`config.mk`:
```
export PLATFORM = sky130hd
export DESIGN_NAME = vreg_remap
export DESIGN_NICKNAME = d
export VERILOG_FILES = /design/src/rtl/vremap_pkg.sv /design/src/rtl/vremap_digit.sv /design/src/rtl/vremap_walk.sv /design/src/rtl/vremap_addr.sv /design/src/rtl/vreg_remap.sv
export SDC_FILE = /design/constraint.sdc
export NUM_CORES = 1
export LEC_CHECK = 0
export BUFFER_PORTS_ARGS = -buffer_cell sky130_fd_sc_hd__buf_2
export CAP_MARGIN = 10
export CORE_UTILIZATION = 35
export DETAILED_ROUTE_END_ITERATION = 12
export SLEW_MARGIN = 20
export SYNTH_ARGS = -nofsm -noshare
export SYNTH_HDL_FRONTEND = slang
export SYNTH_HIERARCHICAL = 1
export SYNTH_SLANG_ARGS = --single-unit
export TNS_END_PERCENT = 50
```
`constraint.sdc`:
```
create_clock -name clk -period 10.23 [get_ports clk]
set_input_delay 2.046 -clock clk [delete_from_list [all_inputs] [get_ports clk]]
set_output_delay 2.046 -clock clk [all_outputs]
set_load 0.01 [all_outputs]
```
`src/rtl/vremap_pkg.sv`:
```
package vremap_pkg;
  parameter int IDX_W  = 7;  // register number width
  parameter int DIM_W  = 4;  // size-minus-one field width
  parameter int ORD_W  = 3;  // order code width
  parameter int N_DIM  = 3;  // number of dimensions
  localparam int LVL_W = 2;  // width of a dimension level / dimension id

  typedef struct packed {
    logic [IDX_W-1:0] base;
    logic [DIM_W-1:0] xs;
    logic [DIM_W-1:0] ys;
    logic [DIM_W-1:0] zs;
    logic [ORD_W-1:0] order;
  } vr_cfg_t;

  // Speed level of a dimension (0 = fastest) for a given order code.
  // Dimension ids: 0 = X, 1 = Y, 2 = Z.
  function automatic logic [LVL_W-1:0] dim_level(input logic [ORD_W-1:0] ord,
                                                  input int dim);
    logic [LVL_W-1:0] lx, ly, lz;
    case (ord)
      3'd1:    begin lx = 2'd0; lz = 2'd1; ly = 2'd2; end
      3'd2:    begin ly = 2'd0; lx = 2'd1; lz = 2'd2; end
      3'd3:    begin ly = 2'd0; lz = 2'd1; lx = 2'd2; end
      3'd4:    begin lz = 2'd0; lx = 2'd1; ly = 2'd2; end
      3'd5:    begin lz = 2'd0; ly = 2'd1; lx = 2'd2; end
      default: begin lx = 2'd0; ly = 2'd1; lz = 2'd2; end
    endcase
    case (dim)
      0:       return lx;
      1:       return ly;
      default: return lz;
    endcase
  endfunction
endpackage

```
`src/rtl/vremap_digit.sv`:
```
module vremap_digit #(
  parameter int W = 4
) (
  input  logic         clk,
  input  logic         rst_n,
  input  logic         clr,
  input  logic         inc,
  input  logic [W-1:0] lim,
  output logic [W-1:0] val,
  output logic         at_max
);
  assign at_max = (val == lim);

  always_ff @(posedge clk or negedge rst_n) begin
    if (!rst_n) begin
      val <= '0;
    end else if (clr) begin
      val <= '0;
    end else if (inc) begin
      val <= at_max ? '0 : val + W'(1);
    end
  end
endmodule

```
`src/rtl/vremap_walk.sv`:
```
module vremap_walk
  import vremap_pkg::*;
(
  input  logic             clk,
  input  logic             rst_n,
  input  logic             clr,
  input  logic             adv,
  input  logic [DIM_W-1:0] xs,
  input  logic [DIM_W-1:0] ys,
  input  logic [DIM_W-1:0] zs,
  input  logic [ORD_W-1:0] order,
  output logic [DIM_W-1:0] cx,
  output logic [DIM_W-1:0] cy,
  output logic [DIM_W-1:0] cz,
  output logic             final_elem
);
  logic [DIM_W-1:0] lim    [N_DIM];
  logic [DIM_W-1:0] coord  [N_DIM];
  logic             at_max [N_DIM];
  logic             inc    [N_DIM];
  logic [LVL_W-1:0] lvl    [N_DIM];

  assign lim[0] = xs;
  assign lim[1] = ys;
  assign lim[2] = zs;

  // A dimension steps when every faster dimension is at its limit.
  always_comb begin
    for (int d = 0; d < N_DIM; d++) begin
      lvl[d] = dim_level(order, d);
    end
    for (int d = 0; d < N_DIM; d++) begin
      inc[d] = adv;
      for (int e = 0; e < N_DIM; e++) begin
        if (e != d && lvl[e] < lvl[d]) begin
          inc[d] = inc[d] & at_max[e];
        end
      end
    end
  end

  for (genvar g = 0; g < N_DIM; g++) begin : g_dim
    vremap_digit #(.W(DIM_W)) u_digit (
      .clk    (clk),
      .rst_n  (rst_n),
      .clr    (clr),
      .inc    (inc[g]),
      .lim    (lim[g]),
      .val    (coord[g]),
      .at_max (at_max[g])
    );
  end

  assign cx = coord[0];
  assign cy = coord[1];
  assign cz = coord[2];
  assign final_elem = at_max[0] & at_max[1] & at_max[2];
endmodule

```
`src/rtl/vremap_addr.sv`:
```
module vremap_addr
  import vremap_pkg::*;
(
  input  logic [IDX_W-1:0] base,
  input  logic [DIM_W-1:0] xs,
  input  logic [DIM_W-1:0] ys,
  input  logic [DIM_W-1:0] cx,
  input  logic [DIM_W-1:0] cy,
  input  logic [DIM_W-1:0] cz,
  output logic [IDX_W-1:0] idx
);
  localparam int SZ_W = DIM_W + 1;
  localparam int PY_W = DIM_W + SZ_W;
  localparam int PL_W = 2 * SZ_W;
  localparam int PZ_W = DIM_W + PL_W;

  logic [SZ_W-1:0] xsize, ysize;
  logic [PL_W-1:0] plane;
  logic [PY_W-1:0] row_off;
  logic [PZ_W-1:0] pln_off;

  always_comb begin
    xsize   = SZ_W'(xs) + SZ_W'(1);
    ysize   = SZ_W'(ys) + SZ_W'(1);
    plane   = PL_W'(xsize) * PL_W'(ysize);
    row_off = PY_W'(cy) * PY_W'(xsize);
    pln_off = PZ_W'(cz) * PZ_W'(plane);
    idx     = base + IDX_W'(cx) + IDX_W'(row_off) + IDX_W'(pln_off);
  end
endmodule

```
`src/rtl/vreg_remap.sv`:
```
module vreg_remap
  import vremap_pkg::*;
(
  input  logic             clk,
  input  logic             rst_n,
  input  logic             start,
  input  logic [IDX_W-1:0] cfg_base,
  input  logic [DIM_W-1:0] cfg_xs,
  input  logic [DIM_W-1:0] cfg_ys,
  input  logic [DIM_W-1:0] cfg_zs,
  input  logic [ORD_W-1:0] cfg_order,
  input  logic             idx_ready,
  output logic             idx_valid,
  output logic [IDX_W-1:0] idx,
  output logic             idx_last
);
  vr_cfg_t          cfg_q;
  logic             active_q;
  logic             fire, adv, final_elem;
  logic [DIM_W-1:0] cx, cy, cz;

  always_ff @(posedge clk or negedge rst_n) begin
    if (!rst_n) begin
      cfg_q <= '0;
    end else if (start) begin
      cfg_q <= '{base: cfg_base, xs: cfg_xs, ys: cfg_ys, zs: cfg_zs, order: cfg_order};
    end
  end

  assign fire = active_q & idx_ready;
  assign adv  = fire & ~start & ~final_elem;

  always_ff @(posedge clk or negedge rst_n) begin
    if (!rst_n) begin
      active_q <= 1'b0;
    end else if (start) begin
      active_q <= 1'b1;
    end else if (fire && final_elem) begin
      active_q <= 1'b0;
    end
  end

  vremap_walk u_walk (
    .clk        (clk),
    .rst_n      (rst_n),
    .clr        (start),
    .adv        (adv),
    .xs         (cfg_q.xs),
    .ys         (cfg_q.ys),
    .zs         (cfg_q.zs),
    .order      (cfg_q.order),
    .cx         (cx),
    .cy         (cy),
    .cz         (cz),
    .final_elem (final_elem)
  );

  vremap_addr u_addr (
    .base (cfg_q.base),
    .xs   (cfg_q.xs),
    .ys   (cfg_q.ys),
    .cx   (cx),
    .cy   (cy),
    .cz   (cz),
    .idx  (idx)
  );

  assign idx_valid = active_q;
  assign idx_last  = active_q & final_elem;
endmodule

```
==> flow_summary.yaml, run 1 <==
global_routing:
  grt_pass1_wl_um: 13800
  grtUsageTotal_pct: 14.9
  antenna_found_initial: 0
  grt_max_degree: 46
  grt_overflow_total: 0
  grt_pass1_vias: 2828
clock_tree:
  holdBufCountCts: 0
  cts_made_buffers: 5
  clock_latency_ns: 0.27
  htreeDepth: 2
  cts_resized: 0
  clock_path_buffers: 2
  cts_tree: "done"
  clk_pin_slew_ns: 0.06
  post-cts-setup-buffers: 0
  root_buffer: "clkbuf_16"
  cts_sinks: 35
routing:
  routedWlPerCell_um: 13.8
  via_count: 2705
  wl_um: 7820
  firstDrtPassIters: 4
  drt-initial-drc-count: 124
  viasPerCell: 4.79
  drc: 0
  ant_nets: 0
finish:
  register_area_sq_um: 876
  final_common_cell: "inv_1"
  mostFrequentLayoutCells: "55 x inv_1, 37 x ha_1, 35 x dfrtp_1"
  fillers: 1079
  fin_nets: 521
  final_cell_area_sq_um: 4410
  area_delta_synth_final_pct: 10.8
  diodes: 0
  drive_gt1_share_pct: 18.8
  multiInputGateArea_sq_um: 2820
timing:
  slew_headroom_pct: 30.1
  max_clock_freq_mhz: 106
  finalSetupViolations: 0
  layout_min_cycle_time_ns: 9.42
  tns_ns: 0
  slew_violations: 0
  min_period_over_period_pct: 92.1
  final.setup.worst_slack_ns: 0.811
  finalClockSkew_ns: 0.00303
  rsz0062_at_grt: "no"
  tightest_slew_ns: 1.05
  finalHoldViolations: 0
place:
  dp_hpwl_um: 6150
  place_area_sq_um: 4260
  globalplace.congestion: 0.918
  preCtsSetupSlack_ns: 1.09
  io_buffer_count: 34
critical_path:
  start_kind: "flop"
  cpMostUsedCell: "fa_1"
  crit_fanout: 9
  max_stage_delay_ns: 0.55
  cp_slowest_cell: "fa_1"
  critPathArrivalTime_ns: 7.37
  crit_type: "flop to output port"
  worst-endpoint-required_ns: 8.18
  cp-end-kind: "output port"
yosys:
  synth_cell_types: 43
  synth.avg_cell_area_sq_um: 10.3
  ys_seq_area_share_pct: 22.0
  yosys_most_used_dff: "dfrtp_1"
  synth_nets: 485
  yosys_register_bits: 35
  async_reset_ff_share_pct: 100
  netlist_area_sq_um: 3980
  syn-instance-count: 388
  yosys_warnings: 6
  synth_edf_count: 0
power_and_ir_drop:
  p_comb_share_pct: 42.6
  power.internal_mw: 0.349
  switching_share_pct: 36.1
  peakVddDrop_v: 0.0000775
  clkPwrFrac_pct: 27.2
  p_per_area_nw_per_um2: 124
  leakagePower_nw: 2.06
  p_switching_mw: 0.197
  seq_power_share_pct: 30.2
worst_hold_path:
  min_path_type: "flop to flop"
floorplan:
  start_util_pct: 36.4
  die_h_um: 109
  dieArea_sq_um: 11800
  rows: 38
  die_w_um: 109
  io_pins: 35
  core-area_sq_um: 10900
flow_run:
  drv_cap: 0
run_status:
  status: "finished clean"
==> power groups by stage <==
stage / combinational, mW / clock (mW) / sequential [mW]
floorplan: 0.186 / 0 / 0.161
detailed placement: 0.234 / 0 / 0.168
CTS: 0.236 / 0.153 / 0.165
finish: 0.232 / 0.149 / 0.165
global route: 0.265 / 0.158 / 0.167
global placement: 0.229 / 0 / 0.167
==> worst max-delay path: cells and delay by family (launching register included) <==
kind | cells | cell delay, ns
AOI/OAI and AO/OA | 2 | 0.32
xor gates and xnor gates | 4 | 0.79
adders and majority gates | 11 | 4.74
buffers and inverters | 5 | 0.32
DFF | 1 | 0.48
and+or+nand+nor | 3 | 0.44
==> cells in the mapped netlist (2+ instances only) <==
cell       instances  share of area [%]
a211oi_1           2               0.38
mux2_2             7                2.0
xor2_1            17                3.7
mux2_4            18                6.8
a21o_1             4               0.75
o32ai_1            6                1.3
o22ai_1            3               0.47
xnor2_1           23                5.1
buf_12             2                1.0
and2_1            15                2.4
mux2i_1            3               0.75
nand3_1            8                1.0
a21oi_1            9                1.1
nor4_4             3                1.6
nor2_1            24                2.3
nor4b_1            2               0.44
clkbuf_2           3               0.38
nand2_1           28                2.6
nand3b_1           3               0.57
nor2b_1           11                1.7
a2111oi_2          3                1.1
ha_1              37                 12
dfrtp_1           35                 22
or2b_1             7                1.3
and2_2             2               0.38
o21ai_0            4               0.50
and2b_1            3               0.57
inv_1             55                5.2
nand2b_1           4               0.63
fa_1              34                 17
==> metrics by stage <==
step	cells	total power [mW]	util [%]	hold WS (ns)
global placement	557	0.396	39.0	0.493
finish	565	0.546	40.3	0.516
CTS	565	0.555	40.3	0.519
detailed placement	557	0.402	39.0	0.506
global route	565	0.590	40.3	0.542
floorplan	388	0.347	-	0.482
==> final cells by class <==
type	instances	area share, %
Clock buffer	6	2.93
Multi-Input combinational cell	291	64.0
Timing Repair Buffer	36	4.20
Inverter	55	4.69
Sequential cell	35	19.9
Tap cell	140	3.98
Clock inverter	2	0.284
==> cells by family after synthesis <==
kind of cell               count (synthesis)  synth area share, %
and+or+nand+nor                          118                 16.9
adders and majority gates                 71                 28.8
DFF                                       35                 22.0
muxes                                     28                 9.53
buffers and inverters                     62                 7.05
AOI/OAI and AO/OA                         32                 5.95
xor gates and xnor gates                  42                 9.78
==> routing by layer <==
layer | wire length (um) | GRT usage, % | vias to the layer above
li1 | - | - | 1344
met1 | 3790 | 20.6 | 1316
met2 | 3720 | 24.7 | 39
met3 | 241 | 1.87 | 6
met4 | 70 | 3.47 | 0
met5 | 0 | 0 | -
==> sequential cells by signal, summed over array words and instances, names as in the netlist <==
register                  flops
cfg_q                        22
idx_valid                     1
u_walk/g_dim.u_digit/val     12
==> worst paths after layout <==
check                           slack (ns)                             end                            from  cells after the start
worst max-delay path                  0.81                          idx[6]                        cfg_q[7]                     25
worst min-delay path                  0.52                       idx_valid                       idx_valid                      1
worst max register to register        7.33  u_walk/g_dim[0].u_digit/val[2]  u_walk/g_dim[2].u_digit/val[0]                     10
worst min register to register        0.52                       idx_valid                       idx_valid                      1
max in group asynchronous             7.84  u_walk/g_dim[0].u_digit/val[1]                           rst_n                      1
min in group asynchronous             1.87                        cfg_q[5]                           rst_n                      1
Note: power is estimated with default switching activity, not from simulation.
==> inputs of run 2 (changes only) <==
SYNTH_HIERARCHICAL = unset   (was 1)
==> run 2 against run 1 <==
Sequential power is essentially flat. Power shrank 5.1%. Sequential share of layout area grew 0.68 points. Clock-buffer cell count is the same. First-iteration DRC count shrank 45%. Maximum frequency shrank 1.3%. Wire length shrank 0.52%. Global-route usage grew 0.66 points. Synthesized cell count grew 6.7%. Final cell count grew 2.3%. Clock power shrank 13%. Largest cell class unchanged.
==> flow_summary.yaml, run 2 <==
run_status:
  status: "finished clean"
finish:
  multiInputGateArea_sq_um: 2710
  fin_nets: 534
  fin_cells: 578
  register_area_sq_um: 876
  diodes: 0
  mostFrequentLayoutCells: "53 x inv_1, 38 x nand2_1, 37 x ha_1"
  final_common_cell: "inv_1"
  drive_gt1_share_pct: 15.8
  regMostFlops: "cfg_q"
  fillers: 1113
  area_delta_synth_final_pct: 9.24
  largest_reg_flops: 22
yosys:
  yosys.area_share.adder_pct: 29.3
  ys_seq_area_share_pct: 22.5
  synth_compound_area_share_pct: 7.41
  syn-instance-count: 414
  synth.cells.most_frequent: "53 x inv_1, 38 x nand2_1, 37 x ha_1"
  synth_top_family_by_area: "adder cells"
  muxShareOfSynthArea_pct: 5.39
  synth_nets: 511
  synth_cell_types: 39
  synth.avg_cell_area_sq_um: 9.42
  yosys_warnings: 0
  synth_top_area_share_pct: 22.5
  async_reset_ff_share_pct: 100
  yosysMostFrequentCell: "inv_1"
  synth_area_leaders: "dfrtp_1 22%, fa_1 17%, ha_1 12%"
  yosys.area_share.simple_pct: 17.1
  netlist_area_sq_um: 3900
  synth_edf_count: 0
  synth-xor-area-share_pct: 10.4
  yosys.area.top_type: "dfrtp_1"
  yosys_register_bits: 35
  yosys_most_used_dff: "dfrtp_1"
timing:
  max_clock_freq_mhz: 105
  min_period_over_period_pct: 93.3
  slew_headroom_pct: 43.9
  finalHoldViolations: 0
  finalSetupViolations: 0
  finalClockSkew_ns: 0.00474
  holdWs_ns: 0.530
  rsz0062_at_grt: "no"
  slew_violations: 0
  layout_min_cycle_time_ns: 9.54
  tns_ns: 0
  tightest_slew_ns: 0.842
routing:
  viasPerCell: 4.80
  firstDrtPassIters: 4
  ant_nets: 0
  drc: 0
  wl_um: 7780
  drt-initial-drc-count: 68
  routedWlPerCell_um: 13.5
  via_count: 2773
critical_path:
  start_kind: "flop"
  worst-endpoint-required_ns: 8.18
  cp-end-kind: "output port"
  critPathArrivalTime_ns: 7.49
  ff2ff_path_depth: 10
  crit_type: "flop to output port"
  crit_fanout: 9
clock_tree:
  cts_sinks: 35
  htreeDepth: 2
  clk_pin_slew_ns: 0.07
  cts_resized: 0
  cts_made_buffers: 5
  clock_path_buffers: 2
  post-cts-setup-buffers: 0
  clock_latency_ns: 0.28
  holdBufCountCts: 0
  root_buffer: "clkbuf_8"
  cts_tree: "done"
place:
  io_buffer_count: 34
  dp_hpwl_um: 6160
  dpl.cell_count: 570
  globalplace.congestion: 0.901
power_and_ir_drop:
  p_per_area_nw_per_um2: 122
  peakVddDrop_v: 0.0000744
  leakagePower_nw: 1.98
floorplan:
  io_pins: 35
  start_util_pct: 36.0
  die_w_um: 108
  die_h_um: 108
  dieArea_sq_um: 11600
  rows: 38
  core-area_sq_um: 10800
global_routing:
  grt_pass1_vias: 2976
  grt_pass1_wl_um: 14200
  grtUsageTotal_pct: 15.6
  grt_max_degree: 43
  grt_overflow_total: 0
  antenna_found_initial: 0
worst_hold_path:
  min_path_type: "flop to flop"
  min_path_cells: 1
flow_run:
  drv_cap: 0
[run 2: cell count changes in the layout (fill, tap and decap cells not counted), moves of 3 or more]
| cell | delta |
|---|---|
| o22ai_1 | -3 |
| nor2_1 | +9 |
| a2111oi_2 | -3 |
| clkbuf_8 | +6 |
| mux2_4 | -18 |
| o32ai_1 | -6 |
| nand2_1 | +10 |
| a21oi_1 | +12 |
| mux2_2 | +9 |
| clkbuf_16 | -5 |
| or2b_1 | -7 |
| o21ai_0 | +12 |
[run 2: layout make-up]
| type | count | share of cell area [%] |
|---|---|---|
| tap | 140 | 4.11 |
| sequential | 35 | 20.6 |
| clock buffer | 6 | 1.94 |
| inverter | 53 | 4.67 |
| multi-input combinational | 307 | 63.7 |
| timing repair buffer | 35 | 4.17 |
| clock inverter | 2 | 0.823 |
[run 2: logic make-up after synthesis]
| logic type | count (synthesis) |
|---|---|
| muxes | 19 |
| buffers and inverters | 72 |
| DFF | 35 |
| adders and majority gates | 71 |
| and+or+nand+nor | 127 |
| AOI/OAI and AO/OA | 47 |
| xor gates and xnor gates | 43 |
[run 2: worst max-delay path, stage by stage (launching register included)]
cell and delay [ns]:
dfrtp_1 0.49, ha_1 0.32, xnor2_1 0.34, nor2_1 0.09, ha_1 0.29, ha_1 0.28
inv_1 0.05, fa_1 0.52, fa_1 0.54, nand2b_1 0.18, fa_1 0.50, inv_1 0.05
fa_1 0.51, fa_1 0.44, fa_1 0.54, inv_1 0.05, fa_1 0.49, inv_1 0.04
ha_1 0.32, nor2b_1 0.17, o21ai_0 0.09, a21oi_1 0.25, xnor2_1 0.14, xnor2_1 0.22
xnor2_1 0.15, buf_2 0.15
[run 2: path summary, 6_finish.rpt]
kind                            from                             end  slack (ns)
setup / recovery            cfg_q[7]                          idx[6]        0.69
hold / removal             idx_valid                       idx_valid        0.53
setup reg to reg            cfg_q[2]  u_walk.g_dim[2].u_digit.val[0]        7.74
hold reg to reg            idx_valid                       idx_valid        0.53
max in group asynchronous      rst_n  u_walk.g_dim[0].u_digit.val[3]        7.87
min in group asynchronous      rst_n                        cfg_q[4]        1.85
[run 2: per-stage QoR]
stage / util (%) / instance area, sq um / setup WS, ns / power [mW]
5_1_grt: 39.3 / 4260 / 0.225 / 0.571
2_1_floorplan: - / 3900 / 1.69 / 0.343
4_1_cts: 39.3 / 4260 / 0.660 / 0.527
3_5_place_dp: 38.2 / 4140 / 1.00 / 0.393
3_3_place_gp: 38.2 / 4140 / 1.12 / 0.388
6_report: 39.3 / 4260 / 0.690 / 0.518
[run 2: power by group]
group	internal [mW]	leakage, nW	switching [mW]
sequential	0.148	0.436	0.0158
clock	0.0789	0.0612	0.0508
combinational	0.103	1.49	0.122
total	0.330	1.98	0.188
[run 2: routing by layer]
layer / wire [um] / global-route usage, % / up-vias
li1: - / - / 1361
met1: 3690 / 20.7 / 1369
met2: 3850 / 26.8 / 37
met3: 154 / 1.76 / 6
met4: 75 / 3.82 / 0
met5: 0 / 0 / -
==> inputs of run 3 (changes only) <==
clock period = 10.1 ns   (was 10.23 ns; I/O delays follow)
==> run 3 against run 2 <==
Register-to-register slack got worse by 0.12 ns. Clock skew barely moved. Non-clock buffer count did not move. Sequential share of layout area did not move. Core utilization did not move. Die area did not move. Critical path type unchanged. Largest cell class unchanged.
==> flow_summary.yaml, run 3 (synthesized netlist as in run 2, its figures left out) <==
place:
  dp_hpwl_um: 6160
  io_buffer_count: 34
  preCtsSetupSlack_ns: 0.908
  globalplace.congestion: 0.901
timing:
  tightest_slew_ns: 0.838
  final.setup.worst_slack_ns: 0.589
  slew_headroom_pct: 44.1
  finalHoldViolations: 0
  min_period_over_period_pct: 94.2
  finalClockSkew_ns: 0.00521
  max_clock_freq_mhz: 105
  layout_min_cycle_time_ns: 9.51
  finalSetupViolations: 0
  rsz0062_at_grt: "no"
  tns_ns: 0
  slew_violations: 0
critical_path:
  crit_type: "flop to output port"
  critPathArrivalTime_ns: 7.49
  rrSetupSlack_ns: 7.62
  timing.rr.start: "cfg_q[2]"
  start_kind: "flop"
  cp-end-kind: "output port"
  crit_fanout: 9
  cpMostUsedCell: "fa_1"
  worst-endpoint-required_ns: 8.08
  ff2ff_path_depth: 10
  max_stage_delay_ns: 0.54
  cp_slowest_cell: "fa_1"
  r2r_end: "u_walk.g_dim[2].u_digit.val[0]"
routing:
  wl_um: 7680
  firstDrtPassIters: 4
  routedWlPerCell_um: 13.3
  viasPerCell: 4.75
  via_count: 2748
  drt-initial-drc-count: 79
  ant_nets: 0
  drc: 0
power_and_ir_drop:
  p_per_area_nw_per_um2: 123
  peakVddDrop_v: 0.0000743
  leakagePower_nw: 1.98
floorplan:
  start_util_pct: 36.0
  rows: 38
  io_pins: 35
  core-area_sq_um: 10800
  die_h_um: 108
  die_w_um: 108
  dieArea_sq_um: 11600
global_routing:
  grt_overflow_total: 0
  grt_pass1_wl_um: 14000
  gr-usage-met2_pct: 26.1
  grt_max_degree: 43
  grt-busiest-layer: "met2"
  grt_pass1_vias: 2924
  grtUsageMet1_pct: 20.6
  antenna_found_initial: 0
  use_met3_pct: 1.33
  grtUsageTotal_pct: 15.3
worst_hold_path:
  min_path_cells: 1
  min-delay-start: "cfg_q[3]"
  min_to: "cfg_q[3]"
  min_path_type: "flop to flop"
clock_tree:
  clock_path_buffers: 2
  cts_resized: 0
  htreeDepth: 2
  clock_latency_ns: 0.28
  root_buffer: "clkbuf_8"
  cts_sinks: 35
  cts_tree: "done"
  cts_made_buffers: 5
  post-cts-setup-buffers: 0
  clk_pin_slew_ns: 0.07
  holdBufCountCts: 0
flow_run:
  drv_cap: 0
finish:
  regMostFlops: "cfg_q"
  mostFrequentLayoutCells: "53 x inv_1, 38 x nand2_1, 37 x ha_1"
  area_delta_synth_final_pct: 9.24
  fin_nets: 534
  diodes: 0
  largest_reg_flops: 22
  final_common_cell: "inv_1"
  drive_gt1_share_pct: 15.8
run_status:
  status: "finished clean"
[run 3: worst max-delay path: cells and delay by family (launching register included)]
| kind | cells | cell delay (ns) |
|---|---|---|
| AOI/OAI and AO/OA | 2 | 0.34 |
| xor gates and xnor gates | 4 | 0.84 |
| adders and majority gates | 11 | 4.74 |
| buffers and inverters | 5 | 0.35 |
| DFF | 1 | 0.49 |
| and+or+nand+nor | 3 | 0.44 |
[run 3: layout make-up]
class                   count  area [sq um]
fillers                  1094          6580
clock inverters             2          35.0
well taps                 140           175
flip-flops and latches     35           876
repair buffers             35           178
multi-input cells         307          2710
inverters                  53           199
clock buffers               6          82.6
[run 3: how the worst max path moves through the flow]
stage | end | from | cells after the start | slack, ns
CTS | idx[6] | cfg_q[7] | 25 | 0.57
global route | idx[6] | cfg_q[7] | 25 | 0.1
finish | idx[6] | cfg_q[7] | 25 | 0.59
detailed placement | idx[6] | cfg_q[7] | 25 | 0.91
global placement | idx[6] | cfg_q[11] | 24 | 1.02
floorplan | idx[6] | cfg_q[8] | 24 | 1.58
[run 3: metrics by stage]
step	instance area [sq um]	util [%]	hold slack (ns)	instances	total power, mW
6_report	4260	39.3	0.539	578	0.524
3_5_place_dp	4140	38.2	0.523	570	0.398
2_1_floorplan	3900	-	0.487	414	0.347
3_3_place_gp	4140	38.2	0.501	570	0.393
4_1_cts	4260	39.3	0.541	578	0.534
5_1_grt	4260	39.3	0.559	578	0.576
[run 3: routing by layer]
metal,vias up,wire [um]
met1,1340,3630
met3,8,161
met4,0,102
met2,40,3790
li1,1360,-
met5,-,0
[run 3: report_power, final]
part	switching (mW)	total [mW]	internal, mW
sequential	0.0158	0.165	0.150
clock	0.0510	0.131	0.0799
combinational	0.124	0.228	0.105
total	0.190	0.524	0.334
